===== config.mk =====
export PLATFORM = sky130hd
export DESIGN_NAME = dr_bus_decoder
export DESIGN_NICKNAME = d
export VERILOG_FILES = /design/src/rtl/dr_bus_pkg.sv /design/src/rtl/dr_sat_counter.sv /design/src/rtl/dr_frame_fsm.sv /design/src/rtl/dr_bit_shifter.sv /design/src/rtl/dr_bus_decoder.sv
export SDC_FILE = /design/constraint.sdc
export NUM_CORES = 1
export LEC_CHECK = 0
export BUFFER_PORTS_ARGS = -buffer_cell sky130_fd_sc_hd__buf_4
export CORE_MARGIN = 4
export CORE_UTILIZATION = 34
export CTS_CLUSTER_DIAMETER = 30
export CTS_CLUSTER_SIZE = 8
export DETAILED_ROUTE_END_ITERATION = 12
export GPL_TIMING_DRIVEN = 0
export SLEW_MARGIN = 20
export SYNTH_ARGS = -nofsm -noshare
export SYNTH_HDL_FRONTEND = slang
export SYNTH_HIERARCHICAL = 1
export SYNTH_SLANG_ARGS = --single-unit
export TNS_END_PERCENT = 10

===== constraint.sdc =====
create_clock -name clk -period 2.2 [get_ports clk]
set_input_delay 0.11 -clock clk [delete_from_list [all_inputs] [get_ports clk]]
set_output_delay 0.11 -clock clk [all_outputs]
set_load 0.1 [all_outputs]

===== src/rtl/dr_bus_pkg.sv =====
package dr_bus_pkg;
  typedef enum logic [1:0] {
    LV_IDLE = 2'b00,
    LV_HIGH = 2'b01,
    LV_LOW  = 2'b10,
    LV_ALT  = 2'b11
  } bus_lvl_e;

  typedef enum logic [1:0] {
    ST_IDLE = 2'b00,
    ST_ARM  = 2'b01,
    ST_LOW  = 2'b10,
    ST_HIGH = 2'b11
  } frame_st_e;

  typedef struct packed {
    logic arm;
    logic start;
    logic lo_load;
    logic lo_inc;
    logic hi_load;
    logic hi_inc;
    logic bit_done;
    logic word_end;
  } frame_ctl_t;
endpackage


===== src/rtl/dr_sat_counter.sv =====
module dr_sat_counter #(
  parameter int W = 12
) (
  input  logic         clk,
  input  logic         rst_n,
  input  logic         load_one,
  input  logic         inc,
  output logic [W-1:0] q
);
  localparam logic [W-1:0] MAXV = {W{1'b1}};
  localparam logic [W-1:0] ONE  = {{(W-1){1'b0}}, 1'b1};

  always_ff @(posedge clk or negedge rst_n) begin
    if (!rst_n) begin
      q <= '0;
    end else if (load_one) begin
      q <= ONE;
    end else if (inc && (q != MAXV)) begin
      q <= q + ONE;
    end
  end
endmodule


===== src/rtl/dr_frame_fsm.sv =====
module dr_frame_fsm
  import dr_bus_pkg::*;
(
  input  logic       clk,
  input  logic       rst_n,
  input  logic [1:0] bus_lvl,
  output frame_ctl_t ctl
);
  frame_st_e st_q, st_d;
  logic is_hi, is_lo, is_idle;

  assign is_hi   = (bus_lvl == LV_HIGH);
  assign is_lo   = (bus_lvl == LV_LOW);
  assign is_idle = (bus_lvl == LV_IDLE) || (bus_lvl == LV_ALT);

  always_comb begin
    st_d = st_q;
    ctl  = '0;
    case (st_q)
      ST_IDLE: begin
        if (is_hi) begin
          st_d    = ST_ARM;
          ctl.arm = 1'b1;
        end
      end
      ST_ARM: begin
        if (is_lo) begin
          st_d        = ST_LOW;
          ctl.start   = 1'b1;
          ctl.lo_load = 1'b1;
        end else if (is_idle) begin
          st_d = ST_IDLE;
        end
      end
      ST_LOW: begin
        if (is_lo) begin
          ctl.lo_inc = 1'b1;
        end else if (is_hi) begin
          st_d        = ST_HIGH;
          ctl.hi_load = 1'b1;
        end else begin
          st_d = ST_IDLE;
        end
      end
      ST_HIGH: begin
        if (is_hi) begin
          ctl.hi_inc = 1'b1;
        end else if (is_lo) begin
          st_d         = ST_LOW;
          ctl.bit_done = 1'b1;
          ctl.lo_load  = 1'b1;
        end else begin
          st_d         = ST_IDLE;
          ctl.bit_done = 1'b1;
          ctl.word_end = 1'b1;
        end
      end
      default: st_d = ST_IDLE;
    endcase
  end

  always_ff @(posedge clk or negedge rst_n) begin
    if (!rst_n) st_q <= ST_IDLE;
    else        st_q <= st_d;
  end
endmodule


===== src/rtl/dr_bit_shifter.sv =====
module dr_bit_shifter #(
  parameter int WORD_W = 16,
  localparam int CNT_W = $clog2(WORD_W + 1)
) (
  input  logic              clk,
  input  logic              rst_n,
  input  logic              clear,
  input  logic              shift_en,
  input  logic              bit_in,
  output logic [WORD_W-1:0] sh_nxt,
  output logic [CNT_W-1:0]  cnt_nxt
);
  localparam logic [CNT_W-1:0] CMAX = CNT_W'(WORD_W);

  logic [WORD_W-1:0] sh_q;
  logic [CNT_W-1:0]  cnt_q;

  generate
    if (WORD_W > 1) begin : g_wide
      assign sh_nxt = {sh_q[WORD_W-2:0], bit_in};
    end else begin : g_one
      assign sh_nxt = bit_in;
    end
  endgenerate

  assign cnt_nxt = (cnt_q == CMAX) ? cnt_q : cnt_q + CNT_W'(1);

  always_ff @(posedge clk or negedge rst_n) begin
    if (!rst_n) begin
      sh_q  <= '0;
      cnt_q <= '0;
    end else if (clear) begin
      sh_q  <= '0;
      cnt_q <= '0;
    end else if (shift_en) begin
      sh_q  <= sh_nxt;
      cnt_q <= cnt_nxt;
    end
  end
endmodule


===== src/rtl/dr_bus_decoder.sv =====
module dr_bus_decoder
  import dr_bus_pkg::*;
#(
  parameter int DUR_W  = 12,
  parameter int WORD_W = 16,
  localparam int CNT_W = $clog2(WORD_W + 1)
) (
  input  logic              clk,
  input  logic              rst_n,
  input  logic [1:0]        bus_lvl,
  input  logic              sig_on_out,
  input  logic              dev_init,
  output logic [WORD_W-1:0] rx_word,
  output logic              rx_valid,
  output logic [CNT_W-1:0]  rx_cnt,
  output logic              rinit_ok
);
  frame_ctl_t        ctl;
  logic [DUR_W-1:0]  lo_time, hi_time;
  logic              bit_val;
  logic [WORD_W-1:0] sh_nxt;
  logic [CNT_W-1:0]  cnt_nxt;
  logic              side_q;

  dr_frame_fsm u_fsm (
    .clk     (clk),
    .rst_n   (rst_n),
    .bus_lvl (bus_lvl),
    .ctl     (ctl)
  );

  dr_sat_counter #(.W(DUR_W)) u_lo_cnt (
    .clk      (clk),
    .rst_n    (rst_n),
    .load_one (ctl.lo_load),
    .inc      (ctl.lo_inc),
    .q        (lo_time)
  );

  dr_sat_counter #(.W(DUR_W)) u_hi_cnt (
    .clk      (clk),
    .rst_n    (rst_n),
    .load_one (ctl.hi_load),
    .inc      (ctl.hi_inc),
    .q        (hi_time)
  );

  // the interval just ending is already complete in the counters
  assign bit_val = (hi_time > lo_time);

  dr_bit_shifter #(.WORD_W(WORD_W)) u_shift (
    .clk      (clk),
    .rst_n    (rst_n),
    .clear    (ctl.start),
    .shift_en (ctl.bit_done),
    .bit_in   (bit_val),
    .sh_nxt   (sh_nxt),
    .cnt_nxt  (cnt_nxt)
  );

  always_ff @(posedge clk or negedge rst_n) begin
    if (!rst_n) begin
      side_q   <= 1'b0;
      rx_word  <= '0;
      rx_cnt   <= '0;
      rx_valid <= 1'b0;
      rinit_ok <= 1'b0;
    end else begin
      if (ctl.arm) side_q <= sig_on_out;
      rx_valid <= ctl.word_end;
      rinit_ok <= ctl.word_end && side_q && !dev_init;
      if (ctl.word_end) begin
        rx_word <= sh_nxt;
        rx_cnt  <= cnt_nxt;
      end
    end
  end
endmodule


# Yosys cells after proc, flatten, opt, wreduce, memory -nomap -nowiden

Cells that the tools add are included.

Input port bits: 6
Bits in registers: 70
Output and inout bits: 23

Add/subtract/negate cells: 3
Equal/unequal tests: 13
Multiplexer cells: 29
Reduce and logical (&&, ||, !) cells: 12
Magnitude comparators: 1

Operators with widths:

| kind                                                                     | count |
|---|---|
| 12-bit two-way mux                                                       | 4 |
| 15-bit two-way mux                                                       | 2 |
| 12-bit by 1-bit adder with 12-bit output (second input constant)         | 2 |
| 12-bit inequality test (second input constant)                           | 2 |
| 2-bit two-way mux                                                        | 10 |
| 5-bit two-way mux                                                        | 3 |
| 12-bit greater-than comparator                                           | 1 |
| 2-bit equality test (second input constant)                              | 4 |
| 2-bit one-hot mux with 4 select lines                                    | 1 |
| 1-bit two-way mux                                                        | 7 |
| 2-bit nonzero test                                                       | 3 |
| 5-bit by 1-bit adder with 5-bit output (second input constant)           | 1 |
| 5-bit equality test (second input constant)                              | 1 |
| 2-bit by 1-bit equality test with 1-bit output (second input constant)   | 2 |
| 1-bit logical AND                                                        | 4 |
| 2-bit logical NOT                                                        | 2 |
| 2-bit inequality test (second input constant)                            | 2 |
| 4-bit AND reduction                                                      | 1 |
| 3-bit two-way mux                                                        | 1 |
| 3-bit by 1-bit inequality test with 1-bit output (second input constant) | 1 |
| 2-bit by 1-bit inequality test with 1-bit output (second input constant) | 1 |
| 1-bit one-hot mux with 2 select lines                                    | 1 |
| 1-bit logical NOT                                                        | 1 |
| 1-bit logical OR                                                         | 1 |

# Logic depth before layout (Yosys ltp)

Word-level depth: 7
Gate-level depth with buffers: 8
Depth with buffers taken out: 8

# By module

The synthesis kept the hierarchy.

Modules (own cells, without submodules):

| module         | times used | cells each | area each (um^2) |
|---|---|---|---|
| dr_sat_counter | 2          | 70         | 716.9 |
| dr_bus_decoder | 1          | 91         | 1,161.1 |
| dr_bit_shifter | 1          | 84         | 938.4 |
| dr_frame_fsm   | 1          | 19         | 182.7 |

# Worst setup path before layout

OpenSTA, ideal clock, no wires.

Path type: register to register
From: reg u_lo_cnt.q[7]
To: reg rx_word[0]
Arrival time: 1.692 ns
Cell stages (with the launch flop): 9
Library setup time: 0.125 ns
Slack: 0.383 ns
Path buffers: 1
Period minus slack after synthesis: 1.817 ns
Cell sequence: dfrtp_1 -> inv_1 -> ha_1 -> a21oi_1 -> a31oi_1 -> a211oi_1 -> a21oi_1 -> buf_4 -> mux2_2

Cells in the longest elaborated chain, start to end: 1

Ends and longest elaborated chain:

| element                        | RTL line             | RTL |
|---|---|---|
| from (decl)                    | dr_sat_counter.sv:8  | `output logic [W-1:0] q` |
| from (signal assigned)         | dr_sat_counter.sv:19 | `q <= q + ONE;` |
| 12-bit greater-than comparator | dr_bus_decoder.sv:49 | `assign bit_val = (hi_time > lo_time);` |
| named net bit_val              | dr_bus_decoder.sv:20 | `logic bit_val;` |
| to (signal assigned)           | dr_bus_decoder.sv:73 | `rx_word <= sh_nxt;` |
| to (decl)                      | dr_bus_decoder.sv:13 | `output logic [WORD_W-1:0] rx_word,` |

The timed path passes the listed nets, and every way through them passes these cells.
A chain may end at the register's enable or synchronous reset.

# Worst setup path after layout

From: reg u_hi_cnt.q[7]
To: reg rx_word[0]

Cells in the longest elaborated chain, start to end: 1

Ends and longest elaborated chain:

| element                        | RTL line |
|---|---|
| from (decl)                    | dr_sat_counter.sv:8 |
| from (signal assigned)         | dr_sat_counter.sv:19 |
| 12-bit greater-than comparator | dr_bus_decoder.sv:49 |
| named net bit_val              | dr_bus_decoder.sv:20 |

The timed path passes the listed nets, and every way through them passes these cells.

==> run summary <==
DIE WIDTH: 113 um
Max cap viols: 0
Syn. warnings: 6
Finished Layout Cells: 516
CTS tree: yes
First-pass GRT wire length: 12.7 mm
Status: finished clean
Hold Slack: 0.223 ns
Crit-path slowest cell: dfrtp_1
Largest net degree at the start of global routing: 71
Syn Std Cell Area: 0.00372 mm^2
Worst-path clk slew: 0.08 ns
Remaining Overflow, GRT: 0
FMAX: 0.499 GHz
Post-route cell area: 0.00438 mm^2
Number of global-route vias before repair: 2,596
Setup TNS: 0 ns
DRT antenna net count: 0
Area growth, synth to finish: 17.8%
Num Clock Sinks: 70
Diodes inserted: 0
Initial core utilization: 35.5%
Nature of the critical path startpoint: flop
Placed wire-length estimate: 5.07 mm
Core area: 0.0105 mm^2
CP Class: flop to flop
Minimum clock period: 2.00 ns
Unrepaired setup endpoints after global routing: no
Max-slew violation count: 0
Share of cells above drive strength 1: 25.0%
CP cell instances: ha_1 > a21oi_1 > a31oi_1 > a211oi_2 > a21oi_1 > buf_4 > mux2_2
Setup ws final: 0.197 ns
CP max stage delay: 0.48 ns
Root Buffer: clkbuf_8
Clock buffer count from CTS: 9
Pwr Total: 3.37 mW
Via count: 2,588
Async SR Flop Fraction: 100%
Fin crit share: 91.1%
Crit path capture type: flop
Syn_area_per_cell: 11.1 um^2
Clock latency on the worst-skew pair: 0.34 ns
Initial antenna violation count: 0
Most frequent CP cell: a21oi_1
Final-report hold violation count: 0
Die area: 0.0127 mm^2
Final wirelength: 7.29 mm
Worst Tran Pin Value: 0.891 ns
Synth Net Count: 359
CP Data Arrival Time: 2.22 ns
DRC errors left: 0
FILL cells: 1,035
Setup slack at placement: 0.0601 ns
Final setup viols: 0
Worst Path Max Fanout: 6
DR WL/cell: 14.1 um
Rows: 37
Worst EP required: 2.42 ns
Leakage power: 2.02 nW
R2R Setup Slk: 0.20 ns
Vias per Instance: 5.02
Core occupancy in the finished layout: 41.9%
PwrDens: 770 mW/mm^2
Ports: 29
Placed Area: 0.00410 mm^2
Fin nets: 401
Rel. slew slack: 40.6%
Initial DRC count: 91
Post-CTS Setup Bufs: 0
Die H: 113 um
Cells after synthesis: 334
Cell variety after synth: 47
Max Buffers Root-to-Sink: 2
Post-synth EDFFs: 0
Fin Clk Skew: 0.0134 ns
Port Buffers: 28
Largest delay contributor family on the critical path: compound AO/OA/AOI/OAI gates
Peak supply drop: 0.467 mV
Yosys reg bits: 70
Sequential fraction of the synthesis area: 47.1%
Main synth FF type: dfrtp_1
Routability congestion estimate: 0.773
Placed cells: 498
Worst hold path class: input pin to flop
GRT Total Usage: 12.2%
CTS H-tree lvls: 3
Critical path buffers and inverters: 1
TritonRoute pass-1 iters: 4
[repair_timing]
action / in CTS / in global routing
gates resized for setup: 0 / 3
endpoints found under the hold margin: 72 / 0
endpoints found under the setup margin: 0 / 1
hold buffers: 3 / 0
[worst paths after layout]
kind / start / to / cells after the start
worst min register to register: side_q$_DFFE_PN0P_ / rinit_ok$_DFF_PN0_ / 2
max in group asynchronous: rst_n / u_lo_cnt/q[2]$_DFFE_PN0P_ / 2
worst max register to register: u_hi_cnt/q[7]$_DFFE_PN0P_ / rx_word[0]$_DFFE_PN0P_ / 7
min in group asynchronous: rst_n / u_lo_cnt/q[7]$_DFFE_PN0P_ / 2
worst min-delay path: bus_lvl[1] / u_fsm/st_q[1]$_DFFE_PN0P_ / 3
worst max-delay path: u_hi_cnt/q[7]$_DFFE_PN0P_ / rx_word[0]$_DFFE_PN0P_ / 7
[cells in the mapped netlist, types with 6 or more instances]
cell type | n | area [um^2]
dfrtp_1 | 70 | 1750
nand2_1 | 12 | 45.0
mux2i_1 | 20 | 200
nor2_1 | 39 | 146
nand4_1 | 12 | 75.1
nor3_1 | 11 | 55.1
ha_1 | 19 | 238
a21oi_1 | 13 | 65.1
mux2_2 | 23 | 259
inv_1 | 19 | 71.3
nor2b_1 | 6 | 37.5
xnor2_1 | 8 | 70.1
nand3_1 | 14 | 70.1
[cells in the final DEF, fill, tap and decap left out, types with 2 or more instances in the layout]
cell	synthesis	routed
or3_1	3	3
nor2_1	39	39
nor2b_1	6	6
or4_1	2	2
nand2_1	12	12
clkbuf_8	0	10
xnor2_1	8	8
o31ai_1	2	2
and3_2	4	4
inv_1	19	19
clkinv_4	0	2
mux2_2	23	23
a21oi_1	13	13
o41ai_2	2	2
nand2b_1	3	3
buf_4	2	30
dfrtp_1	70	68
mux2i_1	20	20
ha_1	19	19
dlygate4sd3_1	0	3
xor2_1	4	4
nand4_1	12	12
and4_1	4	4
o21ai_0	3	3
nor4_4	2	2
nor4_1	2	2
and3_1	2	2
mux2_4	2	2
and2_1	2	2
a41oi_2	2	2
nor3_1	11	11
clkbuf_1	2	2
bufinv_16	0	3
nand3_1	14	14
buf_2	4	4
mux2_1	2	2
dlymetal6s2s_1	2	2
nand3_4	4	4
dfrtp_2	0	2
[power by group]
part	switching (mW)	total, mW	internal [mW]	leakage (nW)
clock network	0.495	1.28	0.782	0.123
logic	0.432	0.646	0.214	0.944
registers	0.0789	1.45	1.37	0.951
total	1.01	3.37	2.36	2.02
[per-layer routing]
layer  vias to the layer above  share of wire [%]  GRT usage, %  wire length [um]
li1                       1271                  -             -                 -
met3                         6                3.7          3.72               273
met1                      1271                 46          16.1              3370
met5                         -                  0             0                 0
met2                        40                 49          19.6              3580
met4                         0               0.99          3.04                72
[logic make-up (layout without fill, tap and decap cells)]
group                    Yosys count  after routing  share of synthesized area [%]
AND/OR/NAND/NOR                  129            129                           20.5
flip-flops                        70             70                           47.1
multiplexers                      47             47                           13.8
buffers and inverters             29             75                           3.74
AO/OA/AOI/OAI                     28             28                           5.59
adder cells (fa/ha/maj)           19             19                           6.40
XOR/XNOR                          12             12                           2.83
[registers in the layout, indices dropped and copies added, names as in the netlist]
signal	cells
u_lo_cnt/q	12
u_fsm/st_q	2
u_shift/cnt_q	5
rx_word	16
u_hi_cnt/q	12
rx_valid	1
side_q	1
u_shift/sh_q	15
rx_cnt	5
rinit_ok	1
[worst register-to-register path, delay by kind of cell (launching register included)]
kind            cells  cell delay (ns)
flops               1             0.48
mux                 1             0.25
compound gates      4             0.63
buf+inv             1             0.15
fa+ha+maj           1             0.36
[layout make-up]
cell class                      instances  area (um^2)  area share [%]
Multi-Input combinational cell        235         1830            41.8
Sequential cell                        70         1750            40.1
Timing Repair Buffer                   31          240            5.49
Tap cell                              136          170            3.89
Clock buffer                           10          138            3.14
Clock inverter                          5          108            2.46
Inverter                               19         71.3            1.63
Buffer                                 10         67.6            1.54
Note: power is estimated with default switching activity, not from simulation.
